File: src/rtl/ltr_pkg.sv
// Shared types and helpers for the latency tolerance reporter.
// Assumes a 10-bit mantissa and a scale step of 5 bits (x32 per scale).
package ltr_pkg;

    localparam int LTR_MANT_W  = 10;
    localparam int LTR_SCALE_W = 3;
    localparam int LTR_STEP    = 5;

    typedef enum logic [1:0] {
        TIER_BUSY    = 2'd0,
        TIER_LINGER  = 2'd1,
        TIER_DORMANT = 2'd2
    } tier_e;

    typedef struct packed {
        logic                   noreq;
        logic [LTR_MANT_W-1:0]  mant;
        logic [LTR_SCALE_W-1:0] scale;
    } ltr_code_t;

    // Expand a code to nanoseconds; "no requirement" becomes all ones.
    function automatic logic [63:0] ltr_decode(ltr_code_t c);
        if (c.noreq) return '1;
        return 64'(c.mant) << (LTR_STEP * int'(c.scale));
    endfunction

endpackage

File: src/rtl/ltr_tier_fsm.sv
// Tier tracker: busy on any activity, then lingering and dormant after
// two programmable runs of quiet cycles. A timeout of 0 acts like 1.
module ltr_tier_fsm
    import ltr_pkg::*;
#(
    parameter int TMO_W = 16
) (
    input  logic             clk,
    input  logic             rst_n,
    input  logic             activity,
    input  logic [TMO_W-1:0] tmo_linger,
    input  logic [TMO_W-1:0] tmo_dormant,
    output tier_e            tier
);
    logic [TMO_W-1:0] quiet_cnt;
    logic [TMO_W-1:0] limit;
    logic [TMO_W:0]   cnt_inc;
    logic             expire;

    // Pick the timeout that applies to the current tier and test it.
    always_comb begin
        limit   = (tier == TIER_BUSY) ? tmo_linger : tmo_dormant;
        cnt_inc = {1'b0, quiet_cnt} + 1'b1;
        expire  = cnt_inc >= {1'b0, limit};
    end

    // Advance the tier on timeouts, fall back to busy on traffic.
    always_ff @(posedge clk) begin
        if (!rst_n) begin
            tier      <= TIER_BUSY;
            quiet_cnt <= '0;
        end else if (activity) begin
            tier      <= TIER_BUSY;
            quiet_cnt <= '0;
        end else if (tier != TIER_DORMANT) begin
            if (expire) begin
                tier      <= (tier == TIER_BUSY) ? TIER_LINGER : TIER_DORMANT;
                quiet_cnt <= '0;
            end else begin
                quiet_cnt <= cnt_inc[TMO_W-1:0];
            end
        end
    end

    assert_busy_on_traffic_R1: assert property (@(posedge clk) disable iff (!rst_n)
        activity |=> tier == TIER_BUSY);

    assert_no_tier_skip_R2: assert property (@(posedge clk) disable iff (!rst_n)
        (tier == TIER_BUSY && !activity) |=> tier != TIER_DORMANT);

    assert_dormant_holds_R2: assert property (@(posedge clk) disable iff (!rst_n)
        (tier == TIER_DORMANT && !activity) |=> tier == TIER_DORMANT);

endmodule

File: src/rtl/ltr_value_sel.sv
// Value selector: maps tier, link status and software override to a
// tolerance in ns, enforces the sub-floor time limit and the ceiling.
module ltr_value_sel
    import ltr_pkg::*;
#(
    parameter int          NS_W         = 32,
    parameter int unsigned BUSY_NS      = 60000,
    parameter int unsigned LINGER_NS    = 300000,
    parameter int          SUBFLOOR_CYC = 4096
) (
    input  logic            clk,
    input  logic            rst_n,
    input  tier_e           tier,
    input  logic            link_up,
    input  logic            low_power,
    input  logic [NS_W-1:0] max_lat_ns,
    input  logic            ovr_en,
    input  logic [NS_W-1:0] ovr_ns,
    output logic            sel_noreq,
    output logic [NS_W-1:0] sel_ns
);
    localparam int SF_W = $clog2(SUBFLOOR_CYC + 1);
    localparam logic [NS_W-1:0] FLOOR = NS_W'(BUSY_NS);
    localparam logic [NS_W-1:0] LINGER = NS_W'(LINGER_NS);

    logic [SF_W-1:0] sub_cnt;
    logic            below_floor;
    logic            sub_expired;
    logic [NS_W-1:0] raw_ns;
    logic            raw_noreq;

    assign below_floor = ovr_en && (ovr_ns < FLOOR);
    assign sub_expired = sub_cnt == SF_W'(SUBFLOOR_CYC);

    // Count edges spent with a sub-floor override, saturating at the limit.
    always_ff @(posedge clk) begin
        if (!rst_n || !below_floor) sub_cnt <= '0;
        else if (!sub_expired)      sub_cnt <= sub_cnt + 1'b1;
    end

    // Choose the tier value, apply override and floor, then the ceiling.
    always_comb begin
        raw_noreq = 1'b0;
        unique case (tier)
            TIER_BUSY:   raw_ns = FLOOR;
            TIER_LINGER: raw_ns = LINGER;
            default: begin
                if (!link_up) begin
                    raw_ns    = '0;
                    raw_noreq = 1'b1;
                end else if (low_power) begin
                    raw_ns = max_lat_ns;
                end else begin
                    raw_ns = LINGER;
                end
            end
        endcase
        if (ovr_en) begin
            raw_noreq = 1'b0;
            raw_ns    = (below_floor && sub_expired) ? FLOOR : ovr_ns;
        end
        sel_noreq = raw_noreq;
        sel_ns    = raw_noreq ? '0 : ((raw_ns > max_lat_ns) ? max_lat_ns : raw_ns);
    end

    assert_floor_returns_R5: assert property (@(posedge clk) disable iff (!rst_n)
        (ovr_en && sub_expired) |-> (!sel_noreq && (sel_ns >= FLOOR || sel_ns == max_lat_ns)));

    assert_disconnected_noreq_R3: assert property (@(posedge clk) disable iff (!rst_n)
        (tier == TIER_DORMANT && !link_up && !ovr_en) |-> sel_noreq);

endmodule

File: src/rtl/ltr_encoder.sv
// Encoder: converts a value in ns to mantissa/scale, using the smallest
// scale whose mantissa fits and rounding down (always the tighter side).
module ltr_encoder
    import ltr_pkg::*;
#(
    parameter int NS_W = 32
) (
    input  logic            clk,
    input  logic            rst_n,
    input  logic            noreq_in,
    input  logic [NS_W-1:0] ns_in,
    output ltr_code_t       code
);
    localparam int NSC = 1 << LTR_SCALE_W;

    logic [NSC-1:0]        fits;
    logic [LTR_MANT_W-1:0] mant_s [NSC];
    logic [LTR_SCALE_W-1:0] pick;
    logic                   found;

    for (genvar g = 0; g < NSC; g++) begin : g_scale
        localparam int SH = g * LTR_STEP;
        logic [NS_W-1:0] shifted;
        assign shifted   = ns_in >> SH;
        assign fits[g]   = (shifted >> LTR_MANT_W) == '0;
        assign mant_s[g] = shifted[LTR_MANT_W-1:0];
    end

    // Priority-select the lowest scale that fits; saturate if none does.
    always_comb begin
        pick  = '1;
        found = 1'b0;
        for (int i = NSC - 1; i >= 0; i--) begin
            if (fits[i]) begin
                pick  = LTR_SCALE_W'(i);
                found = 1'b1;
            end
        end
        code.noreq = noreq_in;
        code.scale = noreq_in ? '0 : pick;
        code.mant  = noreq_in ? '0 : (found ? mant_s[pick] : '1);
    end

    assert_encode_shape_R6: assert property (@(posedge clk) disable iff (!rst_n)
        !code.noreq |-> (ltr_decode(code) <= 64'(ns_in) &&
                         (code.scale == '0 || code.mant >= LTR_MANT_W'(32))));

endmodule

File: src/rtl/ltr_msg_queue.sv
// Message slot: holds one pending report, drops repeats of the last
// accepted code, lets newer choices overwrite or withdraw the pending
// one, and tracks the tolerance the device must still honour.
module ltr_msg_queue
    import ltr_pkg::*;
#(
    parameter int NS_W = 32
) (
    input  logic            clk,
    input  logic            rst_n,
    input  ltr_code_t       cand,
    input  logic [NS_W-1:0] max_lat_ns,
    input  logic            msg_ready,
    output logic            msg_valid,
    output ltr_code_t       msg_code,
    output logic [NS_W-1:0] honour_ns
);
    localparam ltr_code_t NOREQ_CODE = '{noreq: 1'b1, mant: '0, scale: '0};

    ltr_code_t       last_code, nxt_last, nxt_pcode, tgt;
    logic            pend, nxt_pend, fire;
    logic [63:0]     base_ns, cand_ns;
    logic [NS_W-1:0] nxt_hon;

    assign fire      = pend && msg_ready;
    assign msg_valid = pend;

    // Saturate a decoded value into the output width.
    function automatic logic [NS_W-1:0] fit_ns(logic [63:0] v);
        return (v > 64'({NS_W{1'b1}})) ? '1 : v[NS_W-1:0];
    endfunction

    // Work out next pending slot, last accepted code and honoured value.
    always_comb begin
        nxt_last  = fire ? msg_code : last_code;
        nxt_pend  = pend && !fire;
        nxt_pcode = msg_code;
        tgt       = nxt_pend ? msg_code : nxt_last;
        if (cand != tgt) begin
            if (cand == nxt_last) begin
                nxt_pend = 1'b0;
            end else begin
                nxt_pend  = 1'b1;
                nxt_pcode = cand;
            end
        end
        base_ns = fire ? ltr_decode(msg_code) : 64'(honour_ns);
        cand_ns = ltr_decode(cand);
        nxt_hon = fit_ns((cand_ns < base_ns) ? cand_ns : base_ns);
    end

    // Register the slot state.
    always_ff @(posedge clk) begin
        if (!rst_n) begin
            pend      <= 1'b0;
            msg_code  <= NOREQ_CODE;
            last_code <= NOREQ_CODE;
            honour_ns <= '1;
        end else begin
            pend      <= nxt_pend;
            msg_code  <= nxt_pcode;
            last_code <= nxt_last;
            honour_ns <= nxt_hon;
        end
    end

    assert_hold_offer_R8: assert property (@(posedge clk) disable iff (!rst_n)
        (msg_valid && !msg_ready && cand == msg_code) |=> (msg_valid && $stable(msg_code)));

    assert_no_repeat_R7: assert property (@(posedge clk) disable iff (!rst_n)
        msg_valid |-> msg_code != last_code);

    assert_under_ceiling_R4: assert property (@(posedge clk) disable iff (!rst_n)
        (msg_valid && !msg_code.noreq) |-> ltr_decode(msg_code) <= 64'(max_lat_ns));

    assert_honour_tight_R10: assert property (@(posedge clk) disable iff (!rst_n)
        64'(honour_ns) <= ltr_decode(last_code));

    assert_loosen_waits_R10: assert property (@(posedge clk) disable iff (!rst_n)
        (!fire && ltr_decode(cand) >= 64'(honour_ns)) |=> $stable(honour_ns));

endmodule

File: src/rtl/lat_tol_reporter.sv
// Top: tier tracker -> value selector -> encoder -> message slot.
// Assumes inputs are synchronous to clk; one report in flight at a time.
module lat_tol_reporter
    import ltr_pkg::*;
#(
    parameter int          NS_W         = 32,
    parameter int          TMO_W        = 16,
    parameter int unsigned BUSY_NS      = 60000,
    parameter int unsigned LINGER_NS    = 300000,
    parameter int          SUBFLOOR_CYC = 4096
) (
    input  logic             clk,
    input  logic             rst_n,
    input  logic             activity,
    input  logic             link_up,
    input  logic             low_power,
    input  logic [NS_W-1:0]  max_lat_ns,
    input  logic [TMO_W-1:0] tmo_linger,
    input  logic [TMO_W-1:0] tmo_dormant,
    input  logic             ovr_en,
    input  logic [NS_W-1:0]  ovr_ns,
    output logic             msg_valid,
    input  logic             msg_ready,
    output logic             msg_noreq,
    output logic [9:0]       msg_mant,
    output logic [2:0]       msg_scale,
    output logic [NS_W-1:0]  honour_ns
);
    tier_e           tier;
    logic            sel_noreq;
    logic [NS_W-1:0] sel_ns;
    ltr_code_t       cand, code_q;

    ltr_tier_fsm #(.TMO_W(TMO_W)) u_tier (
        .clk(clk), .rst_n(rst_n), .activity(activity),
        .tmo_linger(tmo_linger), .tmo_dormant(tmo_dormant), .tier(tier)
    );

    ltr_value_sel #(
        .NS_W(NS_W), .BUSY_NS(BUSY_NS), .LINGER_NS(LINGER_NS),
        .SUBFLOOR_CYC(SUBFLOOR_CYC)
    ) u_sel (
        .clk(clk), .rst_n(rst_n), .tier(tier), .link_up(link_up),
        .low_power(low_power), .max_lat_ns(max_lat_ns), .ovr_en(ovr_en),
        .ovr_ns(ovr_ns), .sel_noreq(sel_noreq), .sel_ns(sel_ns)
    );

    ltr_encoder #(.NS_W(NS_W)) u_enc (
        .clk(clk), .rst_n(rst_n), .noreq_in(sel_noreq), .ns_in(sel_ns), .code(cand)
    );

    ltr_msg_queue #(.NS_W(NS_W)) u_q (
        .clk(clk), .rst_n(rst_n), .cand(cand), .max_lat_ns(max_lat_ns),
        .msg_ready(msg_ready), .msg_valid(msg_valid), .msg_code(code_q),
        .honour_ns(honour_ns)
    );

    assign msg_noreq = code_q.noreq;
    assign msg_mant  = code_q.mant;
    assign msg_scale = code_q.scale;

endmodule

File: config.mk
export PLATFORM = sky130hd
export DESIGN_NAME = lat_tol_reporter
export DESIGN_NICKNAME = d
export VERILOG_FILES = /design/src/rtl/ltr_pkg.sv /design/src/rtl/ltr_tier_fsm.sv /design/src/rtl/ltr_value_sel.sv /design/src/rtl/ltr_encoder.sv /design/src/rtl/ltr_msg_queue.sv /design/src/rtl/lat_tol_reporter.sv
export SDC_FILE = /design/constraint.sdc
export NUM_CORES = 1
export LEC_CHECK = 0
export BUFFER_PORTS_ARGS = -buffer_cell sky130_fd_sc_hd__buf_2
export CAP_MARGIN = 20
export CORE_MARGIN = 2
export CORE_UTILIZATION = 30
export DETAILED_ROUTE_END_ITERATION = 10
export GPL_TIMING_DRIVEN = 0
export HOLD_SLACK_MARGIN = 0.03
export PLACE_DENSITY = 0.54
export SLEW_MARGIN = 20
export SYNTH_ARGS = -nofsm -noshare
export SYNTH_HDL_FRONTEND = slang
export SYNTH_SLANG_ARGS = --single-unit
File: constraint.sdc
create_clock -name clk -period 15 [get_ports clk]
set_clock_uncertainty 0.05 [all_clocks]
set_input_delay 2.25 -clock clk [delete_from_list [all_inputs] [get_ports clk]]
set_output_delay 2.25 -clock clk [all_outputs]
set_load 0.02 [all_outputs]
Word-level counts from Yosys, hierarchy flattened --
Index checks and enable logic that the tools add are counted.
Storage, ports and cells: logic and storage cells 85, output and inout port bits 47, register bits after elaboration 92, input port bits 103
Cells by class: reductions and logical operators 19, bitwise gates (word level) 3, order comparisons 6, equality and inequality tests 5, add/subtract/negate cells 2, mux-type cells 35, multiply operators 2, shift-type cells 2
Operator list (number):
- $mux W64 | 6
- $mux W32 | 6
- $logic_not A32 Y1 | 5
- $shl A10 B32 Y64 | 2
- $gt A64 B32 Y1 const B | 1
- $lt A64 B64 Y1 | 1
- $pmux W32 S2 | 1
- $gt A32 B32 Y1 | 1
- $lt A32 B16 Y1 const B | 1
- $mux W16 | 2
- $bmux W10 S3 | 1
- $mux W10 | 3
- $mux W14 | 2
- $add A16 B1 Y17 const B | 1
- $ge A17 B16 Y1 | 1
- $mux W3 | 5
- $eq A14 B14 Y1 | 1
- $ne A14 B14 Y1 | 1
- $add A13 B1 Y13 const B | 1
- $eq A13 B13 Y1 const B | 1
- $mul A3 B3 Y6 const A | 2
- $mux W1 | 8
- $reduce_or A2 Y1 | 3
- $ge A4 B4 Y1 const B | 1
- other kinds (10) | 17

Logic depth before layout (Yosys ltp) --
Gate-level depths: netlist of the first run.
word-level depth 25, depth in mapped cells 49

Cells and area by module --
Synthesis of the first run repeated with hierarchy kept, for this count alone.
Second synthesis, totals: cells, all modules 1666, area, all modules 12881.1 um^2
Modules (own cells, without submodules):
- ltr_msg_queue | sequential area each 1221.2 um^2, area an instance 8005.2 um^2, cells an instance 1035, instances 1
- ltr_value_sel | sequential area each 260.2 um^2, area an instance 2477.4 um^2, cells an instance 323, instances 1
- ltr_tier_fsm | sequential area each 360.3 um^2, area an instance 1739.2 um^2, cells an instance 207, instances 1
- ltr_encoder | sequential area each 0.0 um^2, area an instance 659.4 um^2, cells an instance 101, instances 1

Worst setup path before layout of the first run --
No wires, ideal clock.
path kind input to register, start point input ovr_en, end point register u_q.honour_ns[25], path slack 3931 ps, stages 45, setup time 125 ps, arrival time 10894 ps, cell sequence buf_4 buf_4 or3b_2 clkbuf_1 clkbuf_1 clkbuf_1 clkbuf_1 clkbuf_1 clkbuf_1 o21ai_0 nor2_1 ha_1 nand4_1 a2111oi_0 o31a_1 buf_2 nor2_1 a211o_1 [9 not listed] nand2_1 a211oi_1 a211oi_1 o21ai_0 ha_1 or3_1 o21ai_0 a21oi_1 a211oi_1 nand4_1 a211oi_1 nand3_1 a31oi_1 o2111ai_1 nor4bb_1 nand4_1 clkbuf_1 o41a_1
RTL lines:
- start, declared | RTL line lat_tol_reporter.sv:20 | input logic ovr_en,
- end signal, assigned | RTL line ltr_msg_queue.sv:63 | honour_ns <= nxt_hon;
- end, declared | RTL line ltr_msg_queue.sv:16 | output logic [NS_W-1:0] honour_ns

==> metrics.csv, run 1 <==
metric,value,unit
run_status,finished clean,
netlist_instances,1824,
post_drt_wl_per_cell,22.92,um
clockBufferDepth,2,
antenna_left,0,
post_synthesis_register_bit_count,92,
wl_met1,26.18,mm
overall_power_of_the_completed_layout,0.001397,W
hold_violations,0,
timing.critical_path.slowest_stage_cell,sky130_fd_sc_hd__a2111oi_0,
worstRegToRegCells,44,
cp.required,15.21,ns
critical_path.endpoint_type,flop,
grt_first_pass_wirelength,87.81,mm
dr.max_layer_used,met5,
design.die.area,44400,um^2
path_clk_slew,0.08,ns
number_of_antenna_violations_at_the_first_check_in_global_routing,5,
detail_route.first_pass.iterations,5,
timing.final.crit_share,0.9664,
gp_congestion,1.003,
cts-hold-fix-buffers,0,
synth_largest_type_area_fraction,0.1437,
drive_above_1_share,0.1248,
remaining_drc_errors,0,
clock_tree.root_cell,sky130_fd_sc_hd__clkbuf_16,
ir_drop,0.04474,mV
detailed_place_hpwl,47.03,mm
max_cap_violations,0,
syn-num-nets,2047,
arrival,14.71,ns
setup_viol_count_final,0,
synth-async-reset-ratio,0,
port-buffer-count,146,
tightestPinTransition,1.140,ns
synth.lib_cells_used.distinct,97,
tritoncts.num_buffers,9,
launch_instance_of_the_worst_min_delay_path,u_tier.quiet_cnt[1]$_SDFFE_PP0N_,
cts.sink_count,92,
power.density,95.76,nW/um^2
edff_count_synth,0,
critPathKind,in -> reg,
worstSkewPairLatency,0.38,ns
ys_dominant_reg_cell,sky130_fd_sc_hd__dfxtp_1,
crit-reg2reg-capture,u_q.honour_ns[14]$_SDFF_PP1_,
layout.cells.non_filler,2531,
htreeDepth,3,
final_period_minus_worst_setup_slack,14.50,ns
synthesis.yosys.warnings,0,
largest_net_degree_at_the_start_of_global_routing,17,
max_stage_delay,0.78,ns
ys_seq_area_frac,0.1437,
drt_first_iter_violations,1576,
post_cts.repair.setup_buffers,0,
synth.top_cells.by_area,"sky130_fd_sc_hd__dfxtp_1, sky130_fd_sc_hd__ha_1, sky130_fd_sc_hd__mux2i_1",
slew_violations,0,
initial_utilization,0.3049,
globalRouteTotalUtil,0.2566,
layout_stage_area_growth_over_the_synthesis_result,13.79,%
pin_count,150,
drt-vias-per-instance,6.056,
r2r_start,u_tier.tier[1]$_SDFFE_PP0P_,
core,42040,um^2
timing.hold.worst_path_depth,2,
synth.largest_area_cell,sky130_fd_sc_hd__dfxtp_1,
fin_ws,0.5034,ns
avgSynthCellArea,7.028,um^2
timing.fmax,0.06898,GHz
cp_common_cell,sky130_fd_sc_hd__clkbuf_1,
die-width,210.7,um
r2r_setup_slack,2.20,ns
finalNetCount,2205,
timing.critical_path.fanout_max,11,
worst_setup_path_start_kind,input port,
wl_met2,25.45,mm
placed_cells,2510,
die_h,210.7,um
grt_pass1_vias,14420,
final.fill_count,4626,
met3WireLength,4.762,mm
static-leakage-power,6.271,nW
area.sequential,1842,um^2
via_count,15330,
syn-cell-area,12820,um^2
multi_input_comb_area,10190,um^2
rows,75,
globalRouteOverflowTotal,0,
cts_tree,built,
rsz0062_at_grt,no,
hold_path_class,reg -> reg,
worst_slew_margin_rel,0.2336,
hold-path-endpoint,u_tier.quiet_cnt[1]$_SDFFE_PP0N_,
routed_wl,58.01,mm
placement.setup.worst_slack,-0.6853,ns
==> synth_stat cells (21+ instances only) <==
master,number
sky130_fd_sc_hd__dfxtp_1,92
sky130_fd_sc_hd__o22ai_1,21
sky130_fd_sc_hd__nand2_1,197
sky130_fd_sc_hd__nor2_1,152
sky130_fd_sc_hd__nand4_1,44
sky130_fd_sc_hd__nor3_1,59
sky130_fd_sc_hd__nor2b_1,25
sky130_fd_sc_hd__nand3_1,59
sky130_fd_sc_hd__xnor2_1,28
sky130_fd_sc_hd__a31oi_1,23
sky130_fd_sc_hd__a21oi_1,166
sky130_fd_sc_hd__o21ai_0,138
sky130_fd_sc_hd__mux2i_1,86
sky130_fd_sc_hd__clkbuf_1,100
sky130_fd_sc_hd__inv_1,78
sky130_fd_sc_hd__ha_1,120
sky130_fd_sc_hd__a21o_1,23
==> critical path, delay by kind of cell <==
kind / cells / cell delay (ns)
buffers and inverters: 15 / 4.39
AOI/OAI and AO/OA: 13 / 3.81
and+or+nand+nor: 13 / 3.07
adders and majority gates: 4 / 1.13
==> layout make-up <==
| type | instances | area share |
|---|---|---|
| Timing Repair Buffer | 147 | 0.05044 |
| Sequential cell | 92 | 0.1263 |
| Buffer | 123 | 0.03551 |
| Clock inverter | 6 | 0.004804 |
| Multi-Input combinational cell | 1524 | 0.6983 |
| Antenna cell | 5 | 0.0008578 |
| Clock buffer | 10 | 0.01570 |
| Tap cell | 539 | 0.04623 |
| Inverter | 85 | 0.02187 |
==> power breakdown <==
| group | switching (W) | internal [W] | leakage, nW | total (W) |
|---|---|---|---|---|
| logic | 0.000545 | 0.000273 | 5.38 | 0.000818 |
| registers | 0.0000399 | 0.000292 | 0.754 | 0.000332 |
| clock network | 0.000117 | 0.000131 | 0.141 | 0.000247 |
| total | 0.000701 | 0.000695 | 6.27 | 0.00140 |
==> how the worst max path moves through the flow <==
| stage | slack [ns] | start | cells after the start | endpoint |
|---|---|---|---|---|
| detailed placement | -0.69 | ovr_en | 44 | u_q.honour_ns[30]$_SDFF_PP1_ |
| global route | 0.08 | ovr_en | 46 | u_q.honour_ns[30]$_SDFF_PP1_ |
| floorplan | 3.93 | ovr_en | 45 | u_q.honour_ns[25]$_SDFF_PP1_ |
| CTS | 0.01 | ovr_en | 44 | u_q.honour_ns[14]$_SDFF_PP1_ |
| finish | 0.50 | ovr_en | 45 | u_q.honour_ns[14]$_SDFF_PP1_ |
| global placement | -0.81 | ovr_en | 44 | u_q.honour_ns[15]$_SDFF_PP1_ |
==> logic make-up (layout without fill, tap and decap cells) <==
kind of cell               Yosys count  after routing  share of synthesized area
buffers and inverters              208            371                    0.06481
and+or+nand+nor                    658            658                     0.2505
xor gates and xnor gates            46             46                    0.03143
muxes                              103            103                    0.08209
AOI/OAI and AO/OA                  597            597                     0.3104
other                                0              5                          0
adders and majority gates          120            120                     0.1171
DFF                                 92             92                     0.1437
==> through the flow <==
stage               area, um^2  hold WS, ns  utilization  TNS (ns)
floorplan                12820       0.3992            -         0
global placement         14220       0.4195       0.3383    -23.04
detailed placement       14250       0.4179       0.3390    -19.50
CTS                      14560       0.4288       0.3462         0
global route             14580       0.4603       0.3468         0
finish                   14590       0.4308       0.3470         0
==> what timing repair did <==
item                                    4_1_cts  5_1_grt
pin swaps                                     0        0
hold endpoints to repair                      0        0
endpoints found under the setup margin       32       32
resized for setup                             1       13
==> layer usage <==
metal | GRT usage | up-vias
met4 | 0.08329 | 4
li1 | - | 7138
met3 | 0.04133 | 102
met2 | 0.4021 | 737
met1 | 0.3581 | 7346
met5 | 0 | -
==> sequential cells by signal (all words and copies together), names as in the netlist <==
register          cells
u_tier.quiet_cnt     16
u_tier.tier           2
u_q.last_code        14
u_sel.sub_cnt        13
u_q.msg_valid         1
u_q.honour_ns        32
u_q.msg_code         14
==> layout by cell type (no fill, tap or decap), drive strengths merged, types with 84 or more instances in the layout <==
| master | Yosys | final |
|---|---|---|
| nor2 | 153 | 153 |
| mux2i | 86 | 86 |
| buf | 22 | 169 |
| dfxtp | 92 | 92 |
| inv | 82 | 84 |
| a21oi | 167 | 167 |
| o21ai | 144 | 144 |
| nand2 | 197 | 197 |
| ha | 120 | 120 |
| clkbuf | 101 | 111 |
(Power assumes the default switching activity.)
==> inputs of run 2 (changes only) <==
- clock period: 15 -> 15.4 ns (I/O delays scaled with it)
==> metrics.csv, run 2 (synthesis gave the netlist of run 1 again) <==
metric,value,unit
remaining_drc_errors,0,
hold-path-endpoint,u_tier.quiet_cnt[1]$_SDFFE_PP0N_,
r2r_setup_slack,2.32,ns
worstRegToRegCells,45,
launch_instance_of_the_worst_min_delay_path,u_tier.quiet_cnt[1]$_SDFFE_PP0N_,
run_status,finished clean,
clock_tree.root_cell,sky130_fd_sc_hd__clkbuf_16,
setup_viol_count_final,0,
hold_path_class,reg -> reg,
final_period_minus_worst_setup_slack,14.83,ns
hold_violations,0,
critical_path.endpoint_type,flop,
die-width,210.7,um
timing.final.crit_share,0.9628,
number_of_flip_flops_under_the_largest_register_name,32,
gp_congestion,1.003,
design.die.area,44400,um^2
worst_slew_margin_rel,0.2408,
critPathKind,in -> reg,
ir_drop,0.04395,mV
worstSkewPairLatency,0.38,ns
static-leakage-power,6.255,nW
number_of_antenna_violations_at_the_first_check_in_global_routing,5,
routed_wl,57.93,mm
grt_first_pass_wirelength,87.80,mm
cp.required,15.61,ns
via_count,15360,
die_h,210.7,um
post_drt_wl_per_cell,22.90,um
dpl_cell_area,14250,um^2
cp_common_cell,sky130_fd_sc_hd__clkbuf_1,
detailed_place_hpwl,47.03,mm
cts_tree,built,
max_stage_delay,0.65,ns
post_cts.repair.setup_buffers,0,
tightestPinTransition,1.129,ns
rows,75,
crit-reg2reg-capture,u_q.honour_ns[14]$_SDFF_PP1_,
htreeDepth,3,
rsz0062_at_grt,no,
max_cap_violations,0,
slew_violations,0,
timing.critical_path.fanout_max,11,
port-buffer-count,146,
arrival,15.04,ns
core,42040,um^2
top_register,u_q.honour_ns,
layout_stage_area_growth_over_the_synthesis_result,13.69,%
drt_first_iter_violations,1438,
cts.sink_count,92,
mostFrequentLayoutCell,sky130_fd_sc_hd__nand2_1,
pin_count,150,
most-common-layout-cells,"sky130_fd_sc_hd__nand2_1, sky130_fd_sc_hd__a21oi_1, sky130_fd_sc_hd__buf_2",
grt_pass1_vias,14410,
finalNetCount,2205,
fin_area,14570,um^2
fin_ws,0.5733,ns
tritoncts.num_buffers,9,
timing.hold.worst_path_depth,2,
drive_above_1_share,0.1243,
timing.fmax,0.06745,GHz
r2r_start,u_tier.tier[1]$_SDFFE_PP0P_,
power.density,93.31,nW/um^2
placement.setup.worst_slack,-0.3453,ns
antenna_left,0,
worst_setup_path_start_kind,input port,
initial_utilization,0.3049,
globalRouteOverflowTotal,0,
reg_top3,"u_q.honour_ns (32), u_tier.quiet_cnt (16)",
detail_route.first_pass.iterations,6,
timing.critical_path.slowest_stage_cell,sky130_fd_sc_hd__nor4_2,
cts-hold-fix-buffers,0,
clockBufferDepth,2,
drt-vias-per-instance,6.070,
globalRouteTotalUtil,0.2566,
largest_net_degree_at_the_start_of_global_routing,17,
path_clk_slew,0.08,ns
crit_path_start,ovr_en,
## run 2: power breakdown
part | total (W) | switching, W | leakage, nW | internal [W]
registers | 0.000323 | 0.0000388 | 0.754 | 0.000284
clock network | 0.000241 | 0.000113 | 0.141 | 0.000128
logic | 0.000796 | 0.000531 | 5.36 | 0.000266
total | 0.00136 | 0.000683 | 6.26 | 0.000677
## run 2: final cells by class
class	count	area, um^2
diodes	4	10.01
plain buffers	123	516.7
clock buffers	10	229.0
clock inverters	6	70.07
fillers	4625	27470
inverters	85	319.1
multi-input cells	1524	10180
flip-flops and latches	92	1842
well taps	539	674.4
repair buffers	147	735.7
## run 2: worst max path at each step
stage | to | slack (ns) | cells after the start
after floorplan | u_q.honour_ns[25]$_SDFF_PP1_ | 4.27 | 45
after global placement | u_q.honour_ns[15]$_SDFF_PP1_ | -0.47 | 44
after detailed placement | u_q.honour_ns[30]$_SDFF_PP1_ | -0.35 | 44
after CTS | u_q.honour_ns[14]$_SDFF_PP1_ | 0.003 | 44
after global routing | u_q.honour_ns[30]$_SDFF_PP1_ | 0.05 | 46
final | u_q.honour_ns[14]$_SDFF_PP1_ | 0.57 | 46
## run 2: layer usage
metal	up-vias	GRT usage	wire length, um
li1	7133	-	-
met1	7340	0.3583	26180
met2	769	0.4022	25400
met3	110	0.04148	4680
met4	4	0.08232	1629
met5	-	0	34
## run 2: worst max-delay path, delay by kind of cell
| kind | cells | cell delay [ns] |
|---|---|---|
| buf+inv | 15 | 4.97 |
| simple gates | 15 | 3.69 |
| compound gates | 12 | 2.92 |
| fa+ha+maj | 4 | 1.11 |
## run 2: through the flow
step	setup TNS, ns	cells	hold slack, ns	power (W)	util
after floorplan	0	1824	0.3992	0.0008268	-
after global placement	-12.16	2509	0.4195	0.001101	0.3383
after detailed placement	-8.624	2510	0.4179	0.001101	0.3390
after CTS	0	2526	0.4288	0.001346	0.3461
after global routing	0	2528	0.4603	0.001436	0.3465
final	0	2530	0.4308	0.001360	0.3467
## run 2: timing repair
| item | 4_1_cts | 5_1_grt |
|---|---|---|
| resized for setup | 0 | 11 |
| setup endpoints to repair | 0 | 32 |
| endpoints found under the hold margin | 0 | 0 |
==> inputs of run 3 (changes only) <==
- ABC_AREA: not set -> 1
- CELL_PAD_IN_SITES_DETAIL_PLACEMENT: not set -> 1
- CELL_PAD_IN_SITES_GLOBAL_PLACEMENT: not set -> 1
- PLACE_DENSITY: 0.54 -> 0.69
- SLEW_MARGIN: 20 -> 10
==> metrics.csv, run 3 <==
metric,value,unit
worst_setup_path_start_kind,input port,
grt_pass1_vias,15680,
timing.fmax,0.08965,GHz
syn-cell-area,12880,um^2
comb_power_share,0.594,
rsz0062_at_grt,no,
pin_count,150,
tightestPinTransition,0.9560,ns
reg_top3,"u_q.honour_ns (32), u_tier.quiet_cnt (16)",
synth-async-reset-ratio,0,
worstSkewPairLatency,0.39,ns
cts-hold-fix-buffers,0,
crit_path_start,ovr_ns[28],
launch_instance_of_the_worst_min_delay_path,u_tier.quiet_cnt[3]$_SDFFE_PP0N_,
finalNetCount,2556,
cts.sink_count,92,
critPathKind,in -> reg,
htreeDepth,3,
globalRouteOverflowTotal,0,
number_of_flip_flops_under_the_largest_register_name,32,
cp_common_cell,sky130_fd_sc_hd__nand2_1,
ys_dominant_reg_cell,sky130_fd_sc_hd__dfxtp_1,
antenna_left,0,
yosys.area_share.adder,0.1166,
rows,75,
globalRouteTotalUtil,0.2387,
layout_stage_area_growth_over_the_synthesis_result,13.29,%
ys_seq_area_frac,0.1430,
grt_first_pass_wirelength,83.99,mm
design.die.area,44600,um^2
final.fill_count,5729,
hold_violations,0,
run_status,finished clean,
fin_ws,4.246,ns
ir_drop,0.05486,mV
muxShareOfSynthArea,0.01477,
synth_commonest_cells,"sky130_fd_sc_hd__nand2_1, sky130_fd_sc_hd__inv_1, sky130_fd_sc_hd__nand3_1",
post_cts.repair.setup_buffers,0,
final_period_minus_worst_setup_slack,11.15,ns
power.density,93.56,nW/um^2
r2r_start,u_sel.sub_cnt[0]$_SDFFE_PP0P_,
cp.required,15.60,ns
cts_tree,built,
overall_power_of_the_completed_layout,0.001365,W
avgSynthCellArea,5.921,um^2
max_cap_violations,0,
placement.setup.worst_slack,4.061,ns
layout.cells.non_filler,2878,
post_drt_wl_per_cell,18.37,um
synth.lib_cells_used.distinct,62,
mostFrequentLayoutCell,sky130_fd_sc_hd__nand2_1,
drive_above_1_share,0.1399,
number_of_antenna_violations_at_the_first_check_in_global_routing,2,
worst_slew_margin_rel,0.3627,
multi_input_comb_area,9388,um^2
edff_count_synth,0,
static-leakage-power,7.298,nW
timing.final.crit_share,0.7243,
routed_wl,52.87,mm
die_h,211.2,um
r2r_setup_slack,5.60,ns
synth_simple_gate_area_share,0.4011,
gp_congestion,0.9403,
timing.critical_path.slowest_stage_cell,sky130_fd_sc_hd__clkbuf_1,
drt_first_iter_violations,933,
largest_net_degree_at_the_start_of_global_routing,17,
synth.top_cells.by_area,"sky130_fd_sc_hd__nand2_1, sky130_fd_sc_hd__dfxtp_1, sky130_fd_sc_hd__ha_1",
top_register,u_q.honour_ns,
initial_utilization,0.3056,
max_stage_delay,0.51,ns
synth_compound_area_frac,0.1796,
setup_viol_count_final,0,
most-common-layout-cells,"sky130_fd_sc_hd__nand2_1, sky130_fd_sc_hd__inv_1, sky130_fd_sc_hd__nand3_1",
finish.utilization,0.3463,
critical_path.endpoint_type,flop,
synth.largest_area_cell,sky130_fd_sc_hd__nand2_1,
detail_route.first_pass.iterations,5,
cell_internal_pwr,0.0006766,W
synth_xor_area_frac,0.01700,
netlist_instances,2175,
cp_top_family,simple AND/OR/NAND/NOR gates,
timing.critical_path.fanout_max,10,
die-width,211.2,um
via_count,15290,
synth_top_family_by_area,simple AND/OR/NAND/NOR gates,
slew_violations,0,
clockBufferDepth,2,
switching_share,0.5043,
remaining_drc_errors,0,
clock_tree.root_cell,sky130_fd_sc_hd__clkbuf_16,
fin_setup_tns,0,ns
post_synthesis_register_bit_count,92,
arrival,11.35,ns
area.sequential,1842,um^2
power.net_switching,0.0006884,W
tritoncts.num_buffers,9,
synth.most_common_cell,sky130_fd_sc_hd__nand2_1,
path_clk_slew,0.08,ns
synth_largest_type_area_fraction,0.1705,
port-buffer-count,147,
syn-num-nets,2398,
worstPathBufferInverterCount,9,
synthesis.yosys.warnings,0,
hold_path_class,reg -> reg,
drt-vias-per-instance,5.313,
pwr-share-clk,0.176,
share_seq_of_total_power,0.231,
detailed_place_hpwl,44.51,mm
post_cts_resize_count,0,
core,42130,um^2
placed_cells,2861,
[run 3: changes by cell type in the layout (fill, tap and decap cells not counted), sizes merged, moves of 23 or more]
cell / delta
nand2: +409
inv: +193
nand3: +179
mux2i: -67
a21oi: -47
clkbuf: -31
nor3: -29
nor2b: -25
o21ai: +24
buf: +23
[run 3: per-stage QoR]
stage | area [um^2] | hold slack (ns)
after floorplan | 12880 | 0.4032
after global placement | 14290 | 0.4194
after detailed placement | 14290 | 0.4300
after CTS | 14590 | 0.4408
after global routing | 14590 | 0.4703
final | 14590 | 0.4466
[run 3: cells by family after synthesis]
logic type,Yosys count
adders and majority gates,120
and+or+nand+nor,1129
muxes,19
AOI/OAI and AO/OA,394
xor gates and xnor gates,25
buffers and inverters,396
DFF,92
[run 3: area by class of cell]
type                       count  share of cell area
timing repair buffer         147             0.05043
multi-input combinational   1687              0.6435
inverter                     281             0.07247
tap                          539             0.04623
clock buffer                  10             0.01569
sequential                    92              0.1262
clock inverter                 6            0.004803
antenna                        1           0.0001715
buffer                       115             0.04048
[run 3: worst paths after layout]
path	to	depth (start not counted)
max	u_q.honour_ns[22]$_SDFF_PP1_	50
min reg2reg	u_tier.quiet_cnt[3]$_SDFFE_PP0N_	2
max reg2reg	u_q.honour_ns[22]$_SDFF_PP1_	48
min	u_tier.quiet_cnt[3]$_SDFFE_PP0N_	2
[run 3: power by group through the flow]
| stage | sequential, W | combinational, W | clock (W) |
|---|---|---|---|
| finish | 0.000315 | 0.000810 | 0.000240 |
| global route | 0.000319 | 0.000903 | 0.000256 |
| CTS | 0.000316 | 0.000810 | 0.000247 |
| detailed placement | 0.000322 | 0.000806 | 0 |
| global placement | 0.000320 | 0.000787 | 0 |
| floorplan | 0.000361 | 0.000510 | 0 |
[run 3: tightest hold or removal path: cells and delay by family, from the launching register on]
family | cells | cell delay, ns
flip-flops | 1 | 0.33
AND/OR/NAND/NOR | 1 | 0.07
AO/OA/AOI/OAI | 1 | 0.06
[run 3: metal layers]
metal / global-route usage / share of wire
met1: 0.3165 / 0.47
met2: 0.4087 / 0.47
met3: 0.03375 / 0.042
met4: 0.05391 / 0.017
met5: 0 / 0.00021
